===== src/rtl/adc_frame_pkg.sv =====
package adc_frame_pkg;

  localparam int unsigned MAX_LEN = 17;
  localparam int unsigned LEN_W   = $clog2(MAX_LEN + 1);

  typedef enum logic [1:0] {
    KIND_CONV  = 2'd0,
    KIND_SIGN  = 2'd1,
    KIND_OTHER = 2'd2,
    KIND_RSVD  = 2'd3
  } req_kind_e;

  typedef enum logic [1:0] {
    FMT_8   = 2'd0,
    FMT_12  = 2'd1,
    FMT_16  = 2'd2,
    FMT_16B = 2'd3
  } word_fmt_e;

  typedef struct packed {
    word_fmt_e fmt;
    logic      sign;
    logic      lsb;
  } fmt_state_t;

  typedef enum logic [1:0] {
    ST_IDLE = 2'd0,
    ST_PRE  = 2'd1,
    ST_RUN  = 2'd2
  } eng_state_e;

  function automatic logic [LEN_W-1:0] word_len(fmt_state_t s);
    logic [LEN_W-1:0] base;
    case (s.fmt)
      FMT_8:   base = LEN_W'(8);
      FMT_12:  base = LEN_W'(12);
      default: base = LEN_W'(16);
    endcase
    return base + LEN_W'(s.sign);
  endfunction

endpackage


===== src/rtl/adc_sclk_div.sv =====
module adc_sclk_div #(
  parameter int unsigned DIVW = 8
) (
  input  logic            clk,
  input  logic            rst_n,
  input  logic            run,
  input  logic [DIVW-1:0] half_div,
  output logic            tick
);

  logic [DIVW-1:0] cnt_q, cnt_d;

  always_comb begin
    tick  = run && (cnt_q == half_div);
    cnt_d = cnt_q;
    if (!run)      cnt_d = '0;
    else if (tick) cnt_d = '0;
    else           cnt_d = cnt_q + DIVW'(1);
  end

  always_ff @(posedge clk or negedge rst_n) begin
    if (!rst_n) cnt_q <= '0;
    else        cnt_q <= cnt_d;
  end

  // two ticks never come back to back unless the half period is one clock
  assert_tick_spacing_R11: assert property (@(posedge clk) disable iff (!rst_n)
    (tick && run && (half_div != '0) && $stable(half_div)) |=> !tick);

endmodule


===== src/rtl/adc_fmt_tracker.sv =====
module adc_fmt_tracker
  import adc_frame_pkg::*;
#(
  parameter int unsigned SHORT_LEN = 8
) (
  input  logic             clk,
  input  logic             rst_n,
  input  logic             accept,
  input  logic [1:0]       kind,
  input  logic [1:0]       req_fmt,
  input  logic             req_sign,
  input  logic             req_lsb,
  input  logic             strobed,
  output logic [LEN_W-1:0] frame_len,
  output logic             frame_lsb,
  output logic             fmt_err
);

  fmt_state_t cur_q, cur_d, req_s;
  logic       applies;
  logic       err_d, err_q;

  always_comb begin
    req_s   = '{fmt: word_fmt_e'(req_fmt), sign: req_sign, lsb: req_lsb};
    applies = (req_kind_e'(kind) == KIND_CONV) || (req_kind_e'(kind) == KIND_SIGN);
    cur_d   = cur_q;
    if (accept && applies) cur_d = req_s;
    err_d     = accept && !applies && (req_s != cur_q);
    frame_len = (strobed && !applies) ? LEN_W'(SHORT_LEN) : word_len(cur_q);
    frame_lsb = cur_q.lsb;
  end

  always_ff @(posedge clk or negedge rst_n) begin
    if (!rst_n) begin
      cur_q <= '{fmt: FMT_12, sign: 1'b1, lsb: 1'b0};
      err_q <= 1'b0;
    end else begin
      cur_q <= cur_d;
      err_q <= err_d;
    end
  end

  assign fmt_err = err_q;

  // other instructions never alter the tracked format
  assert_other_keeps_fmt_R4: assert property (@(posedge clk) disable iff (!rst_n)
    (accept && !applies) |=> $stable(cur_q));

  // an error strobe only follows an accepted non-format-changing request
  assert_err_after_other_R9: assert property (@(posedge clk) disable iff (!rst_n)
    $rose(fmt_err) |-> ($past(accept) && $past(kind[1])));

endmodule


===== src/rtl/adc_shift_engine.sv =====
module adc_shift_engine
  import adc_frame_pkg::*;
#(
  parameter int unsigned INSTR_W = 8,
  parameter int unsigned PRE_CYC = 2
) (
  input  logic               clk,
  input  logic               rst_n,
  input  logic               req_valid,
  input  logic               strobed,
  input  logic [INSTR_W-1:0] instr,
  input  logic [LEN_W-1:0]   frame_len,
  input  logic               frame_lsb,
  input  logic               tick,
  input  logic               do_in,
  output logic               accept,
  output logic               busy,
  output logic               run,
  output logic               cs_n,
  output logic               sclk,
  output logic               di,
  output logic [MAX_LEN-1:0] res_data,
  output logic               res_valid
);

  localparam int unsigned PW = $clog2(PRE_CYC + 1);

  eng_state_e         st_q, st_d;
  logic               sclk_q, sclk_d;
  logic               di_q, di_d;
  logic [INSTR_W-1:0] isr_q, isr_d;
  logic [LEN_W-1:0]   bit_q, bit_d;
  logic [LEN_W-1:0]   len_q, len_d;
  logic               lsb_q, lsb_d;
  logic [MAX_LEN-1:0] rx_q, rx_d;
  logic [MAX_LEN-1:0] res_q, res_d;
  logic               vld_q, vld_d;
  logic               hold_q, hold_d;
  logic [PW-1:0]      pre_q, pre_d;

  assign accept = req_valid && (st_q == ST_IDLE);

  always_comb begin
    st_d   = st_q;
    sclk_d = sclk_q;
    di_d   = di_q;
    isr_d  = isr_q;
    bit_d  = bit_q;
    len_d  = len_q;
    lsb_d  = lsb_q;
    rx_d   = rx_q;
    res_d  = res_q;
    vld_d  = 1'b0;
    hold_d = hold_q;
    pre_d  = pre_q;
    case (st_q)
      ST_IDLE: begin
        if (accept) begin
          sclk_d = 1'b0;
          di_d   = instr[INSTR_W-1];
          isr_d  = {instr[INSTR_W-2:0], 1'b0};
          bit_d  = '0;
          len_d  = frame_len;
          lsb_d  = frame_lsb;
          rx_d   = '0;
          pre_d  = '0;
          if (strobed) begin
            st_d   = ST_PRE;
            hold_d = 1'b0;
          end else begin
            st_d   = ST_RUN;
            hold_d = 1'b1;
          end
        end
      end
      ST_PRE: begin
        if (pre_q == PW'(PRE_CYC - 1)) st_d = ST_RUN;
        else                           pre_d = pre_q + PW'(1);
      end
      ST_RUN: begin
        if (tick) begin
          if (!sclk_q) begin
            sclk_d = 1'b1;
            if (lsb_q) rx_d[bit_q] = do_in;
            else       rx_d = {rx_q[MAX_LEN-2:0], do_in};
          end else begin
            sclk_d = 1'b0;
            if (bit_q == len_q - LEN_W'(1)) begin
              st_d  = ST_IDLE;
              res_d = rx_q;
              vld_d = 1'b1;
              di_d  = 1'b0;
            end else begin
              bit_d = bit_q + LEN_W'(1);
              di_d  = isr_q[INSTR_W-1];
              isr_d = {isr_q[INSTR_W-2:0], 1'b0};
            end
          end
        end
      end
      default: st_d = ST_IDLE;
    endcase
  end

  always_ff @(posedge clk or negedge rst_n) begin
    if (!rst_n) begin
      st_q   <= ST_IDLE;
      sclk_q <= 1'b0;
      di_q   <= 1'b0;
      isr_q  <= '0;
      bit_q  <= '0;
      len_q  <= '0;
      lsb_q  <= 1'b0;
      rx_q   <= '0;
      res_q  <= '0;
      vld_q  <= 1'b0;
      hold_q <= 1'b0;
      pre_q  <= '0;
    end else begin
      st_q   <= st_d;
      sclk_q <= sclk_d;
      di_q   <= di_d;
      isr_q  <= isr_d;
      bit_q  <= bit_d;
      len_q  <= len_d;
      lsb_q  <= lsb_d;
      rx_q   <= rx_d;
      res_q  <= res_d;
      vld_q  <= vld_d;
      hold_q <= hold_d;
      pre_q  <= pre_d;
    end
  end

  assign busy      = (st_q != ST_IDLE);
  assign run       = (st_q == ST_RUN);
  assign cs_n      = !((st_q == ST_RUN) || hold_q);
  assign sclk      = sclk_q;
  assign di        = di_q;
  assign res_data  = res_q;
  assign res_valid = vld_q;

  // serial clock rests low outside an exchange
  assert_sclk_idle_low_R1: assert property (@(posedge clk) disable iff (!rst_n)
    (st_q != ST_RUN) |-> !sclk_q);

  // the bit counter stays inside the latched frame length
  assert_bit_in_frame_R2: assert property (@(posedge clk) disable iff (!rst_n)
    (st_q == ST_RUN) |-> (bit_q < len_q));

  // continuous mode keeps chip select low unless a strobed request arrives
  assert_cont_cs_low_R5: assert property (@(posedge clk) disable iff (!rst_n)
    (hold_q && !(accept && strobed)) |=> !cs_n);

  // strobed frames begin after two high chip-select cycles
  assert_cs_gap_R7: assert property (@(posedge clk) disable iff (!rst_n)
    ((st_q == ST_RUN) && ($past(st_q) == ST_PRE)) |-> ($past(cs_n) && $past(cs_n, 2)));

  // data to the converter holds while the serial clock is high
  assert_di_steady_high_R8: assert property (@(posedge clk) disable iff (!rst_n)
    (sclk_q && $past(sclk_q)) |-> $stable(di_q));

  // result strobe lasts a single cycle
  assert_valid_pulse_R10: assert property (@(posedge clk) disable iff (!rst_n)
    vld_q |=> !vld_q);

endmodule


===== src/rtl/adc_frame_ctrl.sv =====
module adc_frame_ctrl
  import adc_frame_pkg::*;
#(
  parameter int unsigned INSTR_W = 8,
  parameter int unsigned DIVW    = 8,
  parameter int unsigned PRE_CYC = 2
) (
  input  logic               clk,
  input  logic               rst_n,
  input  logic               req_valid,
  input  logic [1:0]         req_kind,
  input  logic [INSTR_W-1:0] req_instr,
  input  logic [1:0]         req_fmt,
  input  logic               req_sign,
  input  logic               req_lsb_first,
  input  logic               req_strobed,
  input  logic [DIVW-1:0]    sclk_half,
  output logic               busy,
  output logic               cs_n,
  output logic               sclk,
  output logic               di,
  input  logic               do_in,
  output logic [MAX_LEN-1:0] res_data,
  output logic               res_valid,
  output logic               fmt_err
);

  logic             accept;
  logic             run;
  logic             tick;
  logic [LEN_W-1:0] frame_len;
  logic             frame_lsb;

  adc_fmt_tracker #(.SHORT_LEN(INSTR_W)) u_track (
    .clk       (clk),
    .rst_n     (rst_n),
    .accept    (accept),
    .kind      (req_kind),
    .req_fmt   (req_fmt),
    .req_sign  (req_sign),
    .req_lsb   (req_lsb_first),
    .strobed   (req_strobed),
    .frame_len (frame_len),
    .frame_lsb (frame_lsb),
    .fmt_err   (fmt_err)
  );

  adc_sclk_div #(.DIVW(DIVW)) u_div (
    .clk      (clk),
    .rst_n    (rst_n),
    .run      (run),
    .half_div (sclk_half),
    .tick     (tick)
  );

  adc_shift_engine #(.INSTR_W(INSTR_W), .PRE_CYC(PRE_CYC)) u_eng (
    .clk       (clk),
    .rst_n     (rst_n),
    .req_valid (req_valid),
    .strobed   (req_strobed),
    .instr     (req_instr),
    .frame_len (frame_len),
    .frame_lsb (frame_lsb),
    .tick      (tick),
    .do_in     (do_in),
    .accept    (accept),
    .busy      (busy),
    .run       (run),
    .cs_n      (cs_n),
    .sclk      (sclk),
    .di        (di),
    .res_data  (res_data),
    .res_valid (res_valid)
  );

endmodule


===== config.mk =====
export PLATFORM = sky130hd
export DESIGN_NAME = adc_frame_ctrl
export DESIGN_NICKNAME = d
export VERILOG_FILES = /design/src/rtl/adc_frame_pkg.sv /design/src/rtl/adc_sclk_div.sv /design/src/rtl/adc_fmt_tracker.sv /design/src/rtl/adc_shift_engine.sv /design/src/rtl/adc_frame_ctrl.sv
export SDC_FILE = /design/constraint.sdc
export NUM_CORES = 1
export LEC_CHECK = 0
export ABC_AREA = 1
export BUFFER_PORTS_ARGS = -buffer_cell sky130_fd_sc_hd__buf_4
export CAP_MARGIN = 20
export CORE_MARGIN = 3
export CORE_UTILIZATION = 40
export DETAILED_ROUTE_END_ITERATION = 8
export SLEW_MARGIN = 5
export SYNTH_ARGS = -nofsm -noshare
export SYNTH_HDL_FRONTEND = slang
export SYNTH_SLANG_ARGS = --single-unit

===== constraint.sdc =====
create_clock -name clk -period 3.1 [get_ports clk]
set_input_delay 0.31 -clock clk [delete_from_list [all_inputs] [get_ports clk]]
set_output_delay 0.31 -clock clk [all_outputs]
set_load 0.05 [all_outputs]

==> impl_metrics.csv <==
group,metric,value,unit
status,status,"finished, final reports clean",
finish,area_growth,16.3,%
drt,antenna_left,0,
critical_path,worst_r2r_endpoint,"u_eng.isr_q[7]$_DFFE_PN0P_",
sta,rsz0062_at_grt,"false",
placement,place_congestion,0.823,
floorplanning,rows,36,
critical_path,crit_top_cell,"inv_2",
floorplanning,core_area,9820,um^2
finish,layout-drive-gt1-share,15.3,%
placement,port_buffers,48,
sta,finalMaxSlewViolations,0,
critical_path,endpoint_kind,"flip-flop",
floorplanning,die_y,107,um
placement,pre_cts_ws,1.01,ns
clock_network,cts.reportedPaths.clkPinSlew,0.07,ns
drt,first_pass_iters,5,
clock_network,clockBufferDepth,2,
floorplanning,fp.dieW,107,um
sta,clock_skew,0.00820,ns
synthesis,netlist_area,4070,um^2
drt,route.detailed.drc,0,
clock_network,cts_setup_buffers,0,
drt,vias_per_cell,5.02,
critical_path,worst-path-buf-inv,3,
critical_path,crit_fanout,30,
synthesis,syn_nets,573,
min_path,hold_class,"input pin to asynchronous set/reset pin",
critical_path,crit_required,3.39,ns
finish,fillers,1005,
synthesis,synth.avg_cell_area,7.55,um^2
clock_network,cts_hold_buf,0,
critical_path,worstSetupStartpointType,"flip-flop",
synthesis,synth_async_sr_flop_share,100,%
sta,slew_headroom,39.1,%
floorplanning,dieArea,11400,um^2
clock_network,cts_tree,"done",
global_route,grt_overflow,0,
finish,nNetsFinal,610,
run,cap_violations,0,
finish,fin_area,4730,um^2
placement,dp_cells,698,
power_and_ir_drop,leakagePower,2.41,nW
sta,period_minus_slack,2.08,ns
clock_network,clock_latency,0.35,ns
synthesis,ys_seq_elements,72,
clock_network,cts_root_buffer,"clkbuf_8",
finish,antenna_cells,0,
placement,dp_hpwl,6240,um
drt,wl_per_cell,13.0,um
global_route,grt_pass1_wl,15500,um
drt,drtIter0Drc,183,
drt,vias,3582,
placement,place_area,4460,um^2
floorplanning,ios,50,
critical_path,worst-setup-path-type,"flip-flop to flip-flop",
clock_network,cts.repair.resized,0,
critical_path,crit_family,"simple AND/OR/NAND/NOR gates",
critical_path,cpMaxStageDelayCell,"inv_2",
critical_path,crit_arrival,2.37,ns
synthesis,yosysSeqAreaShare,44.3,%
sta,tns,0,ns
sta,final.setup.worst_slack,1.02,ns
synthesis,ys_warn_count,0,
critical_path,r2r_cells,9,
sta,max_freq,480,MHz
critical_path,timing.rr.start,"u_eng.st_q[1]$_DFFE_PN0P_",
synthesis,synth_cell_types,37,
clock_network,htree_levels,3,
global_route,grt_antenna_before_repair,0,
critical_path,cp.depth,9,
floorplanning,initial_core_util,41.4,%
sta,final-setup-viol-count,0,
critical_path,rrSetupSlack,1.02,ns
power_and_ir_drop,p_per_area,819,nW/um^2
clock_network,cts.sinks,72,
synthesis,synth-main-ff-cell,"dfrtp_1",
global_route,track_usage,16.8,%
drt,routed_wirelength,9250,um
sta,final_hold_viol_count,0,
power_and_ir_drop,peakVddDrop,0.538,mV
synthesis,synth_edf_count,0,
critical_path,crit_chain,"inv_2 > nor2_8 > inv_2 > o21ai_2 > inv_2 > nand3_1 > nor2_2 > nand2_1 > nand2_1",
finish,finalNonFillerCells,714,
synthesis,synth_cells,539,
global_route,grt_pass1_vias,3266,
critical_path,slowest_delay,0.47,ns
sta,worstMarginPinSlew,0.914,ns
clock_network,cts-buffers-inserted,9,
global_route,grt_max_degree,73,
sta,period_share,67.1,%
[stage by stage]
stage	power, W	utilization (%)	hold slack, ns
6_report	0.00388	48.2	0.0665
5_1_grt	0.00416	48.2	0.150
4_1_cts	0.00391	48.2	0.127
3_5_place_dp	0.00291	45.5	0.463
3_3_place_gp	0.00288	45.5	0.456
2_1_floorplan	0.00257	-	0.0144
[final cells by class]
| type | instances | area, um^2 | share of cell area, % |
|---|---|---|---|
| clock inverters | 5 | 128 | 2.70 |
| clock buffers | 11 | 141 | 2.99 |
| inverters | 48 | 183 | 3.86 |
| flip-flops and latches | 72 | 1800 | 38.1 |
| repair buffers | 48 | 360 | 7.61 |
| multi-input cells | 397 | 1950 | 41.2 |
| well taps | 133 | 166 | 3.52 |
[registers in the layout, indices dropped and copies added (netlist names), 2 cells and up]
register,count
u_eng.res_data,17
u_eng.pre_q,2
u_eng.isr_q,7
u_eng.st_q,2
u_eng.len_q,4
u_div.cnt_q,8
u_track.cur_q,3
u_eng.bit_q,5
u_eng.rx_q,17
[synthesized netlist by cell type, types with 2 or more instances]
cell type	count	area [um^2]
nand2_1	209	785
dfrtp_1	70	1750
inv_1	40	150
nand4_1	37	231
nand3_1	30	150
nor2_1	30	113
o21ai_0	25	125
a21oi_1	19	95.1
buf_2	12	60.1
xor2_1	9	78.8
ha_1	7	87.6
inv_2	6	22.5
xnor2_1	6	52.6
buf_4	4	30.0
mux2_2	3	33.8
nor2_2	3	18.8
nor3_1	3	15.0
buf_1	2	7.51
clkbuf_1	2	7.51
dfstp_2	2	52.6
nand2_2	2	12.5
nand2_4	2	22.5
nor2_4	2	22.5
[worst max path at each step]
stage | startpoint | end | slack, ns
6_report | u_eng.st_q[1]$_DFFE_PN0P_ | u_eng.isr_q[7]$_DFFE_PN0P_ | 1.02
5_1_grt | u_eng.st_q[1]$_DFFE_PN0P_ | u_eng.isr_q[4]$_DFFE_PN0P_ | 0.80
4_1_cts | u_eng.st_q[1]$_DFFE_PN0P_ | u_eng.isr_q[3]$_DFFE_PN0P_ | 1.00
3_5_place_dp | u_eng.st_q[1]$_DFFE_PN0P_ | u_eng.isr_q[3]$_DFFE_PN0P_ | 1.01
3_3_place_gp | u_eng.st_q[1]$_DFFE_PN0P_ | u_eng.isr_q[3]$_DFFE_PN0P_ | 1.04
2_1_floorplan | u_eng.st_q[1]$_DFFE_PN0P_ | cs_n | 1.41
[power breakdown]
group / switching [W] / internal, W / total (W)
Combinational: 0.00114 / 0.000467 / 0.00160
Clock: 0.000352 / 0.000638 / 0.000990
Sequential: 0.000157 / 0.00113 / 0.00129
[routing by layer]
metal,global-route usage (%),wire (um),up-vias,part of all wire (%)
met5,0,0,-,0
met4,5.84,133,0,1.4
met3,3.25,497,14,5.4
met2,26.9,4350,108,47
met1,22.8,4270,1644,46
li1,-,-,1816,-
[kinds of logic after synthesis]
group           synth area share, %
compound gates                 6.67
xor+xnor                       3.23
fa+ha+maj                      2.15
buf+inv                        7.72
flops                          44.3
mux                           0.830
simple gates                   35.1
[placed cells by master (no fill, tap or decap), types with 2 or more instances in the layout]
cell type / count
a21oi_1: 19
buf_4: 48
bufinv_16: 4
clkbuf_8: 10
dfrtp_1: 70
dfstp_2: 2
ha_1: 7
inv_1: 40
inv_2: 6
mux2_2: 3
nand2_1: 209
nand2_2: 2
nand2_4: 2
nand3_1: 30
nand4_1: 37
nor2_1: 30
nor2_2: 3
nor2_4: 2
nor3_1: 3
o21ai_0: 25
xnor2_1: 6
xor2_1: 9
No activity file was read; power rests on OpenSTA's default activity.
